## config.mk

```make
export PLATFORM = sky130hd
export DESIGN_NAME = crc64_sig_unit
export DESIGN_NICKNAME = d
export VERILOG_FILES = /design/src/rtl/crc64_pkg.sv /design/src/rtl/crc64_word_asm.sv /design/src/rtl/crc64_fold_net.sv /design/src/rtl/crc64_sig_reg.sv /design/src/rtl/crc64_readback.sv /design/src/rtl/crc64_sig_unit.sv
export SDC_FILE = /design/constraint.sdc
export NUM_CORES = 1
export LEC_CHECK = 0
export ABC_AREA = 1
export BUFFER_PORTS_ARGS = -buffer_cell sky130_fd_sc_hd__buf_2
export CAP_MARGIN = 20
export CORE_ASPECT_RATIO = 2
export CORE_MARGIN = 3
export CORE_UTILIZATION = 54
export DETAILED_ROUTE_END_ITERATION = 7
export GPL_ROUTABILITY_DRIVEN = 1
export PLACE_DENSITY = 0.7
export RECOVER_POWER = 50
export SLEW_MARGIN = 5
export SYNTH_ARGS = -nofsm -noshare
export SYNTH_HDL_FRONTEND = slang
export SYNTH_HIERARCHICAL = 1
export SYNTH_SLANG_ARGS = --single-unit
export TNS_END_PERCENT = 5
```

## constraint.sdc

```tcl
create_clock -name clk -period 1.8 [get_ports clk]
set_input_delay 0.18 -clock clk [delete_from_list [all_inputs] [get_ports clk]]
set_output_delay 0.18 -clock clk [all_outputs]
set_load 0.01 [all_outputs]
```

## src/rtl/crc64_pkg.sv

```systemverilog
// Package: shared defaults and types for the 64-bit CRC signature unit.
// Assumes the signature width is even so it splits into two host halves.
package crc64_pkg;
    localparam int unsigned SIG_W_DEF  = 64;
    localparam int unsigned HALF_W_DEF = SIG_W_DEF / 2;
    localparam logic [SIG_W_DEF-1:0] GEN_POLY_DEF = 64'h0000_0000_0000_001B;

    typedef logic [SIG_W_DEF-1:0]  sig_word_t;
    typedef logic [HALF_W_DEF-1:0] host_half_t;

    // Role of a host address within the narrow port
    typedef enum logic {
        ADDR_HOLD   = 1'b0,
        ADDR_LAUNCH = 1'b1
    } host_addr_e;
endpackage

```

## src/rtl/crc64_word_asm.sv

```systemverilog
// Word assembly: keeps the half written to the holding address. A write to
// the launch address forms the full word from the held half and the new data,
// registers it, and raises the update strobe for one cycle.
// SWAP_HALVES picks whether the held half is the low (0) or high (1) half.
// Assumes at most one write per cycle. The held half survives clears.
module crc64_word_asm
    import crc64_pkg::*;
#(
    parameter int unsigned HALF_W      = HALF_W_DEF,
    parameter bit          SWAP_HALVES = 1'b0
) (
    input  logic                clk,
    input  logic                rst_n,
    input  logic                wr_en,
    input  logic                wr_addr,
    input  logic [HALF_W-1:0]   wr_data,
    output logic [2*HALF_W-1:0] word_q,
    output logic                word_vld
);
    localparam int unsigned WORD_W = 2 * HALF_W;

    logic [HALF_W-1:0] hold_q;
    logic [WORD_W-1:0] word_d;
    logic              hold_we;
    logic              launch;

    assign hold_we = wr_en && (wr_addr == ADDR_HOLD);
    assign launch  = wr_en && (wr_addr == ADDR_LAUNCH);

    // Place the held half and the launching half according to the ordering
    generate
        if (SWAP_HALVES) begin : g_swapped
            assign word_d = {hold_q, wr_data};
        end else begin : g_native
            assign word_d = {wr_data, hold_q};
        end
    endgenerate

    // Capture the first-written half
    always_ff @(posedge clk) begin
        if (!rst_n) begin
            hold_q <= '0;
        end else if (hold_we) begin
            hold_q <= wr_data;
        end
    end

    // Register the assembled word and its one-cycle strobe
    always_ff @(posedge clk) begin
        if (!rst_n) begin
            word_q   <= '0;
            word_vld <= 1'b0;
        end else begin
            word_vld <= launch;
            if (launch) begin
                word_q <= word_d;
            end
        end
    end
endmodule

```

## src/rtl/crc64_fold_net.sv

```systemverilog
// Fold network: purely combinational. Applies W serial LFSR steps to the
// signature, taking data bits from the top bit down to bit 0.
// Each step: fb = msb ^ data bit; shift left; XOR POLY if fb is set.
// Assumes the data word has the same width as the signature.
module crc64_fold_net
    import crc64_pkg::*;
#(
    parameter int unsigned      W    = SIG_W_DEF,
    parameter logic [W-1:0]     POLY = GEN_POLY_DEF
) (
    input  logic [W-1:0] sig_in,
    input  logic [W-1:0] data_in,
    output logic [W-1:0] sig_out
);
    // One scope per bit step, chained from the top data bit down
    generate
        for (genvar k = 0; k < W; k++) begin : g_step
            localparam int unsigned DBIT = W - 1 - k;
            logic [W-1:0] s_in;
            logic [W-1:0] s_out;
            logic         fb;

            if (k == 0) begin : g_first
                assign s_in = sig_in;
            end else begin : g_next
                assign s_in = g_step[k-1].s_out;
            end

            assign fb    = s_in[W-1] ^ data_in[DBIT];
            assign s_out = {s_in[W-2:0], 1'b0} ^ (POLY & {W{fb}});
        end
    endgenerate

    assign sig_out = g_step[W-1].s_out;
endmodule

```

## src/rtl/crc64_sig_reg.sv

```systemverilog
// Signature register: holds the running signature. Clear has priority over a
// word update that lands at the same edge. Reset and clear both load zero.
module crc64_sig_reg
    import crc64_pkg::*;
#(
    parameter int unsigned W = SIG_W_DEF
) (
    input  logic         clk,
    input  logic         rst_n,
    input  logic         clr,
    input  logic         upd,
    input  logic [W-1:0] sig_nxt,
    output logic [W-1:0] sig_q
);
    // Load seed, next value or hold
    always_ff @(posedge clk) begin
        if (!rst_n) begin
            sig_q <= '0;
        end else if (clr) begin
            sig_q <= '0;
        end else if (upd) begin
            sig_q <= sig_nxt;
        end
    end
endmodule

```

## src/rtl/crc64_readback.sv

```systemverilog
// Read-back mux: returns one signature half for the host address.
// The ordering follows SWAP_HALVES, the same as the write side.
module crc64_readback
    import crc64_pkg::*;
#(
    parameter int unsigned HALF_W      = HALF_W_DEF,
    parameter bit          SWAP_HALVES = 1'b0
) (
    input  logic [2*HALF_W-1:0] sig,
    input  logic                rd_addr,
    output logic [HALF_W-1:0]   rd_data
);
    logic [HALF_W-1:0] lo_half;
    logic [HALF_W-1:0] hi_half;

    assign lo_half = sig[HALF_W-1:0];
    assign hi_half = sig[2*HALF_W-1:HALF_W];

    // Select the half named by the address
    generate
        if (SWAP_HALVES) begin : g_swapped
            assign rd_data = rd_addr ? lo_half : hi_half;
        end else begin : g_native
            assign rd_data = rd_addr ? hi_half : lo_half;
        end
    endgenerate
endmodule

```

## src/rtl/crc64_sig_unit.sv

```systemverilog
// Top: 64-bit CRC signature unit with a 32-bit host port.
// Assembles words from two half writes, folds one word per cycle through the
// unrolled network, and keeps the signature readable in halves.
// Assumes CRC_W is even. Data is padded to whole words by the host.
module crc64_sig_unit
    import crc64_pkg::*;
#(
    parameter int unsigned          CRC_W       = SIG_W_DEF,
    parameter logic [CRC_W-1:0]     POLY        = GEN_POLY_DEF,
    parameter bit                   SWAP_HALVES = 1'b0
) (
    input  logic                 clk,
    input  logic                 rst_n,
    input  logic                 clr,
    input  logic                 wr_en,
    input  logic                 wr_addr,
    input  logic [CRC_W/2-1:0]   wr_data,
    input  logic                 rd_addr,
    output logic [CRC_W/2-1:0]   rd_data
);
    localparam int unsigned HALF_W = CRC_W / 2;

    logic [CRC_W-1:0] word_q;
    logic             word_vld;
    logic [CRC_W-1:0] sig_q;
    logic [CRC_W-1:0] sig_nxt;

    crc64_word_asm #(
        .HALF_W      (HALF_W),
        .SWAP_HALVES (SWAP_HALVES)
    ) u_asm (
        .clk      (clk),
        .rst_n    (rst_n),
        .wr_en    (wr_en),
        .wr_addr  (wr_addr),
        .wr_data  (wr_data),
        .word_q   (word_q),
        .word_vld (word_vld)
    );

    crc64_fold_net #(
        .W    (CRC_W),
        .POLY (POLY)
    ) u_net (
        .sig_in  (sig_q),
        .data_in (word_q),
        .sig_out (sig_nxt)
    );

    crc64_sig_reg #(
        .W (CRC_W)
    ) u_sig (
        .clk     (clk),
        .rst_n   (rst_n),
        .clr     (clr),
        .upd     (word_vld),
        .sig_nxt (sig_nxt),
        .sig_q   (sig_q)
    );

    crc64_readback #(
        .HALF_W      (HALF_W),
        .SWAP_HALVES (SWAP_HALVES)
    ) u_rd (
        .sig     (sig_q),
        .rd_addr (rd_addr),
        .rd_data (rd_data)
    );
endmodule

```

# Word level (Yosys, flattened, before mapping)
# Index checks and enable logic that the tools add are counted.
# Widths: inputs -> output; s select.
# word_totals
output_inout_bits,32
wordCells,138
reg_bits,161
inputBits,38
# classes
mux,1
reduce_logical,3
bitwise_logic,130
# op_table
cell,n
$xor 64x5->64,64
$xor 1x1->1,64
$mux 32,1
$logic_and 1x1->1,2
$not 1->1,2
$reduce_or 2->1,1

# Logic depth before layout (Yosys ltp)
# depth
word_depth,128
depth_mapped,14

# Cells and area by module
# Netlist, hierarchy kept.
# modules_own_cells
module,seq_area_each_um2,cells_per_inst,area_each_um2,n_inst
crc64_word_asm,1941.9,497,3738.6,1
crc64_sig_reg,1281.2,278,2572.5,1
crc64_fold_net,0.0,280,2028.2,1
crc64_readback,0.0,104,491.7,1

# Worst setup path after synthesis
# OpenSTA, ideal clock, no wires.
# synth_timing
path_kind,reg2reg
startpoint,register u_sig.sig_q[63]
endpoint,register u_sig.sig_q[3]
required_time_ps,1675
t_arrival_ps,1207
path_slack_ps,468
synth_period_minus_slack_ps,1332
path_stages_with_launch,14
cell_sequence,dfxtp_1 -> nand2_1 -> nand2_4 -> nand2_4 -> nand2_4 -> nand2_2 -> nand2_4 -> nand2_2 -> nand2_2 -> inv_2 -> nand2_1 -> nand2_1 -> nand2_1 -> a21oi_2
# synth_via
elab_chain_cells,66
word_cells_on_any_way,68
# synth_lines
item,line_no,source
"start, declared",crc64_sig_reg.sv:13,output logic [W-1:0] sig_q
"start signal, assigned",crc64_sig_reg.sv:22,sig_q <= sig_nxt;
$xor 1x1->1 *,crc64_fold_net.sv:29,assign fb = s_in[W-1] ^ data_in[DBIT];
$xor 64x5->64 * (60 in a row),crc64_fold_net.sv:30,"assign s_out = {s_in[W-2:0], 1'b0} ^ (POLY & {W{fb}});"
$xor 1x1->1 or $xor 64x5->64 (tied branches),"crc64_fold_net.sv:29, crc64_fold_net.sv:30",
$xor 64x5->64 * (4 in a row),crc64_fold_net.sv:30,
via sig_nxt[3],crc64_sig_unit.sv:26,logic [CRC_W-1:0] sig_nxt;
# The timed path passes the listed nets; every way through them passes the cells marked *.
# A chain may end at the register's enable or synchronous reset.

# Final worst setup path
# layout_timing
startpoint,register u_sig.sig_q[33]
endpoint,register u_sig.sig_q[34]
# layout_via
elab_chain_cells,65
# layout_lines
item,line_no
$xor 64x5->64 (30 in a row),crc64_fold_net.sv:30
$xor 1x1->1,crc64_fold_net.sv:29
$xor 64x5->64 (34 in a row),crc64_fold_net.sv:30
via sig_nxt[34],crc64_sig_unit.sv:26
# The timed path passes the listed nets, and every way through them passes these cells.

==> out/metrics.sh <==
SYN_AVG_CELL_AREA_UM2=7.62
TIMING.CRITICAL_PATH.TO_TYPE='flip-flop'
SYNTH_COMPOUND_AREA_SHARE_PCT=9.80
TIMING.CRITICAL_PATH.MODE_CELL='sky130_fd_sc_hd__xor2_1'
OUTCOME='complete, no violations'
WEIGHTED_CONGESTION_AT_THE_END_OF_ROUTABILITY_DRIVEN_GLOBAL_PLACEMENT=0.864
POST_LAYOUT_NONFILLER_INSTANCES=1423
DIE_WIDTH_UM=96.4
SYNTHDISTINCTLIBCELLS=23
YS.WARNINGS.COUNT=6
CRITPATHMAXSTAGEDELAY_PS=470
PIN_COUNT_OF_THE_BIGGEST_NET_ENTERING_GLOBAL_ROUTING=57
MAX-SLEW-MARGIN-REL_PCT=35.9
FIN_SKEW_PS=9.70
CTS_ROOT_BUFFER='sky130_fd_sc_hd__clkbuf_16'
VIAS=7430
ROUTED_WIRELENGTH_UM=22700
SYN_AREA_UM2=8830
WORST_PATH_MAX_DELAY_CELL='sky130_fd_sc_hd__xnor2_1'
NUM_ROWS=65
ANT_NETS=0
PLACEMENT.IO_BUFFERS=69
SYNTH_SEQ_CELLS=161
INITIAL_UTILIZATION_PCT=55.4
GLOBALROUTETOTALUTIL_PCT=26.1
TIMING.RR.END='u_sig/sig_q[34]$_SDFFE_PP0P_'
PLACE_HPWL_UM=15800
DRT_FIRST_ITER_VIOLATIONS=305
GLOBALROUTEMET1UTIL_PCT=28.8
POSTCTSSETUPBUFFERS=0
ANTENNA-DIODE-COUNT=0
LAUNCH_INSTANCE_OF_THE_WORST_REGISTER_TO_REGISTER_PATH='u_sig/sig_q[33]$_SDFFE_PP0P_'
RRSETUPSLACK_PS=140
XOR_XNOR_PORTION_OF_THE_SYNTHESIZED_CELL_AREA_PCT=17.4
DETAILEDROUTE.FIRSTPASSITERATIONCOUNT=4
GRT_PASS1_VIAS=7190
WORSTSETUPSTARTPOINTTYPE='flip-flop'
CRIT_CHAIN='xnor2_1 > xor2_1 > xor2_1 > nand2_1 > a21oi_2'
TIMING.SETUP.TNS_PS=0
POWER_DENSITY_NORMALIZED_TO_CELL_AREA_nW_PER_UM2=909
LAYOUT_CELL_SHARE_WITH_DRIVE_STRENGTH_BEYOND_1_PCT=21.0
CTS-BUFFERS-INSERTED=17
WORST_R2R_PATH_DEPTH=5
HOLD_FIX_BUFFERS_CTS=1
GLOBAL_ROUTING_S_BUSIEST_LAYER='met2'
HOLD_PATH_CLASS='primary input to flip-flop'
SYNTH_FA_HA_AREA_SHARE_PCT=0
SYNTH_TOP_FAMILY_BY_AREA='simple AND/OR/NAND/NOR gates'
IO-PIN-COUNT=70
AREA_USED_BY_SEQUENTIAL_LOGIC_IN_THE_LAYOUT_UM2=3220
CRITICAL_PATH.MAX_FANOUT=3
LAYOUT.NETS=1248
MULTI_INPUT_COMB_AREA_UM2=4850
LAYOUT_COMMONEST_CELL='sky130_fd_sc_hd__nand2_1'
DIE-HEIGHT_UM=187
GLOBALROUTEMET2UTIL_PCT=47.6
GRT_ANTENNA_BEFORE_REPAIR=0
FINAL_HOLD_VIOL_COUNT=0
CTS-RESIZED-GATES=0
USE_MET3_PCT=3.99
CLOCK-SINKS=161
MAX-CLOCK-PATH-BUFFERS=2
PLACED_CELLS=1391
SYNTH_SIMPLE_GATE_AREA_SHARE_PCT=27.6
TIGHTEST_SLEW_PS=961
FINAL-SETUP-VIOL-COUNT=0
FINALCRITPERIODSHARE_PCT=92.2
CTS.REPORTEDPATHS.CLKPINSLEW_PS=70
MAX-CAP-VIOLATIONS=0
VDD.IR_DROP.WORST_mV=0.775
GRT_REMAINING_OVERFLOW=0
AREA_DELTA_SYNTH_FINAL_PCT=11.5
CORE_AREA_UM2=15900
SETUP.WORST_PATH.END='u_sig/sig_q[34]$_SDFFE_PP0P_'
P_LEAK_nW=4.02
MAX_FREQ_MHz=603
H_TREE_LEVELS=4
SEQUENTIAL_FRACTION_OF_THE_SYNTHESIS_AREA_PCT=36.5
SYNTH_NETS=1197
MUXSHAREOFSYNTHAREA_PCT=0
DRT_DRC_VIOLATIONS_LEFT=0
CRIT_PATH_START='u_sig/sig_q[33]$_SDFFE_PP0P_'
WORST-ENDPOINT-REQUIRED_PS=2170
GRT_FIRST_PASS_WIRELENGTH_UM=36100
CLOCK_TREE_FROM_TRITONCTS='done'
FINAL_PERIOD_MINUS_WORST_SETUP_SLACK_PS=1660
DRV_SLEW=0
N_FILL_CELL=1533
STDCELL_AREA_UM2=9840
FINAL_CELL_MIX='sky130_fd_sc_hd__nand2_1, sky130_fd_sc_hd__dfxtp_1, sky130_fd_sc_hd__nand3_1'
WORSTSKEWPAIRLATENCY_PS=430
FP.DIEAREA_UM2=18000
DRT-VIAS-PER-INSTANCE=5.22
UNREPAIRED_SETUP_ENDPOINTS_AFTER_GLOBAL_ROUTING='false'
SETUP_CP_TYPE='flip-flop to flip-flop'
NETLIST_INSTANCES=1159
WL_PER_CELL_UM=16.0
DETAILED_PLACE.AREA_UM2=9240
CRITPATHARRIVALTIME_PS=2030
==> flip-flops by register name, indices dropped and copies added, names as in the netlist <==
signal	count
u_sig/sig_q	64
u_asm/word_q	64
u_asm/hold_q	32
u_asm/word_vld	1
==> worst max-delay path, delay by kind of cell, from the launching register on <==
family                    cells  cell delay, ps
DFF                           1             350
and+or+nand+nor               1             100
AOI/OAI and AO/OA             1             160
xor gates and xnor gates      3             990
==> per-layer routing <==
layer / part of all wire, % / vias to the layer above / wire (um)
met5: 0 / - / 0
met4: 3.2 / 0 / 724
met3: 2.9 / 43 / 648
met2: 55 / 139 / 12500
met1: 39 / 3517 / 8790
li1: - / 3731 / -
==> where the power goes <==
| group | total (W) | switching (W) | leakage (nW) | internal, W |
|---|---|---|---|---|
| Combinational | 0.00131 | 0.000836 | 2.42 | 0.000476 |
| Clock | 0.00387 | 0.00151 | 0.294 | 0.00235 |
| Sequential | 0.00377 | 0.0000837 | 1.31 | 0.00368 |
==> cells in the mapped netlist <==
library cell | n | area share (%)
sky130_fd_sc_hd__nor2_2 | 1 | 0.071
sky130_fd_sc_hd__buf_12 | 4 | 0.91
sky130_fd_sc_hd__nand2_1 | 329 | 14
sky130_fd_sc_hd__a21oi_1 | 68 | 3.9
sky130_fd_sc_hd__nand2_4 | 4 | 0.51
sky130_fd_sc_hd__a21oi_2 | 60 | 6.0
sky130_fd_sc_hd__clkbuf_8 | 3 | 0.47
sky130_fd_sc_hd__nand3_2 | 1 | 0.11
sky130_fd_sc_hd__inv_2 | 4 | 0.17
sky130_fd_sc_hd__buf_4 | 9 | 0.77
sky130_fd_sc_hd__inv_1 | 55 | 2.3
sky130_fd_sc_hd__inv_8 | 1 | 0.13
sky130_fd_sc_hd__buf_2 | 32 | 1.8
sky130_fd_sc_hd__xnor2_2 | 1 | 0.18
sky130_fd_sc_hd__nand2_2 | 55 | 3.9
sky130_fd_sc_hd__buf_6 | 9 | 1.1
sky130_fd_sc_hd__xor2_1 | 93 | 9.2
sky130_fd_sc_hd__buf_8 | 3 | 0.51
sky130_fd_sc_hd__nand3_1 | 111 | 6.3
sky130_fd_sc_hd__dfxtp_1 | 161 | 36
sky130_fd_sc_hd__xnor2_1 | 81 | 8.0
sky130_fd_sc_hd__nor2_1 | 65 | 2.8
sky130_fd_sc_hd__clkbuf_1 | 9 | 0.38
==> worst min-delay path by stage <==
stage                     cells past startpoint                             to  slack, ps        start
after CTS                                     3  u_asm/word_q[50]$_SDFFE_PN0P_        0.1  wr_data[18]
after floorplan                               2  u_asm/word_q[32]$_SDFFE_PN0P_        330   wr_data[0]
after detailed placement                      3  u_asm/word_q[51]$_SDFFE_PN0P_        450  wr_data[19]
after global placement                        3  u_asm/word_q[51]$_SDFFE_PN0P_        450  wr_data[19]
after global routing                          3  u_asm/word_q[49]$_SDFFE_PN0P_         10  wr_data[17]
final                                         3  u_asm/word_q[50]$_SDFFE_PN0P_         10  wr_data[18]
==> cell families (layout without fill, tap and decap cells) <==
| group | Yosys count | in the layout |
|---|---|---|
| AOI/OAI and AO/OA | 128 | 128 |
| DFF | 161 | 161 |
| buffers and inverters | 129 | 192 |
| xor gates and xnor gates | 175 | 175 |
| and+or+nand+nor | 566 | 566 |
==> through the flow <==
stage / util (%) / hold slack (ps) / power [W] / setup slack, ps
2_1_floorplan: - / 332 / 0.00485 / 468
3_3_place_gp: 58.0 / 452 / 0.00514 / 184
3_5_place_dp: 58.0 / 453 / 0.00516 / 193
4_1_cts: 62.0 / 0.138 / 0.00901 / 172
5_1_grt: 61.8 / 11.9 / 0.00928 / 37.4
6_report: 61.8 / 14.1 / 0.00894 / 141
==> final cells by class <==
type                            count  share of cell area [%]
Timing Repair Buffer              101                    6.71
Clock inverter                     13                    1.89
Tap cell                          201                    2.55
Multi-Input combinational cell    869                    49.3
Clock buffer                       18                    4.46
Sequential cell                   161                    32.8
Inverter                           60                    2.36
Note: power is estimated with default switching activity, not from simulation.
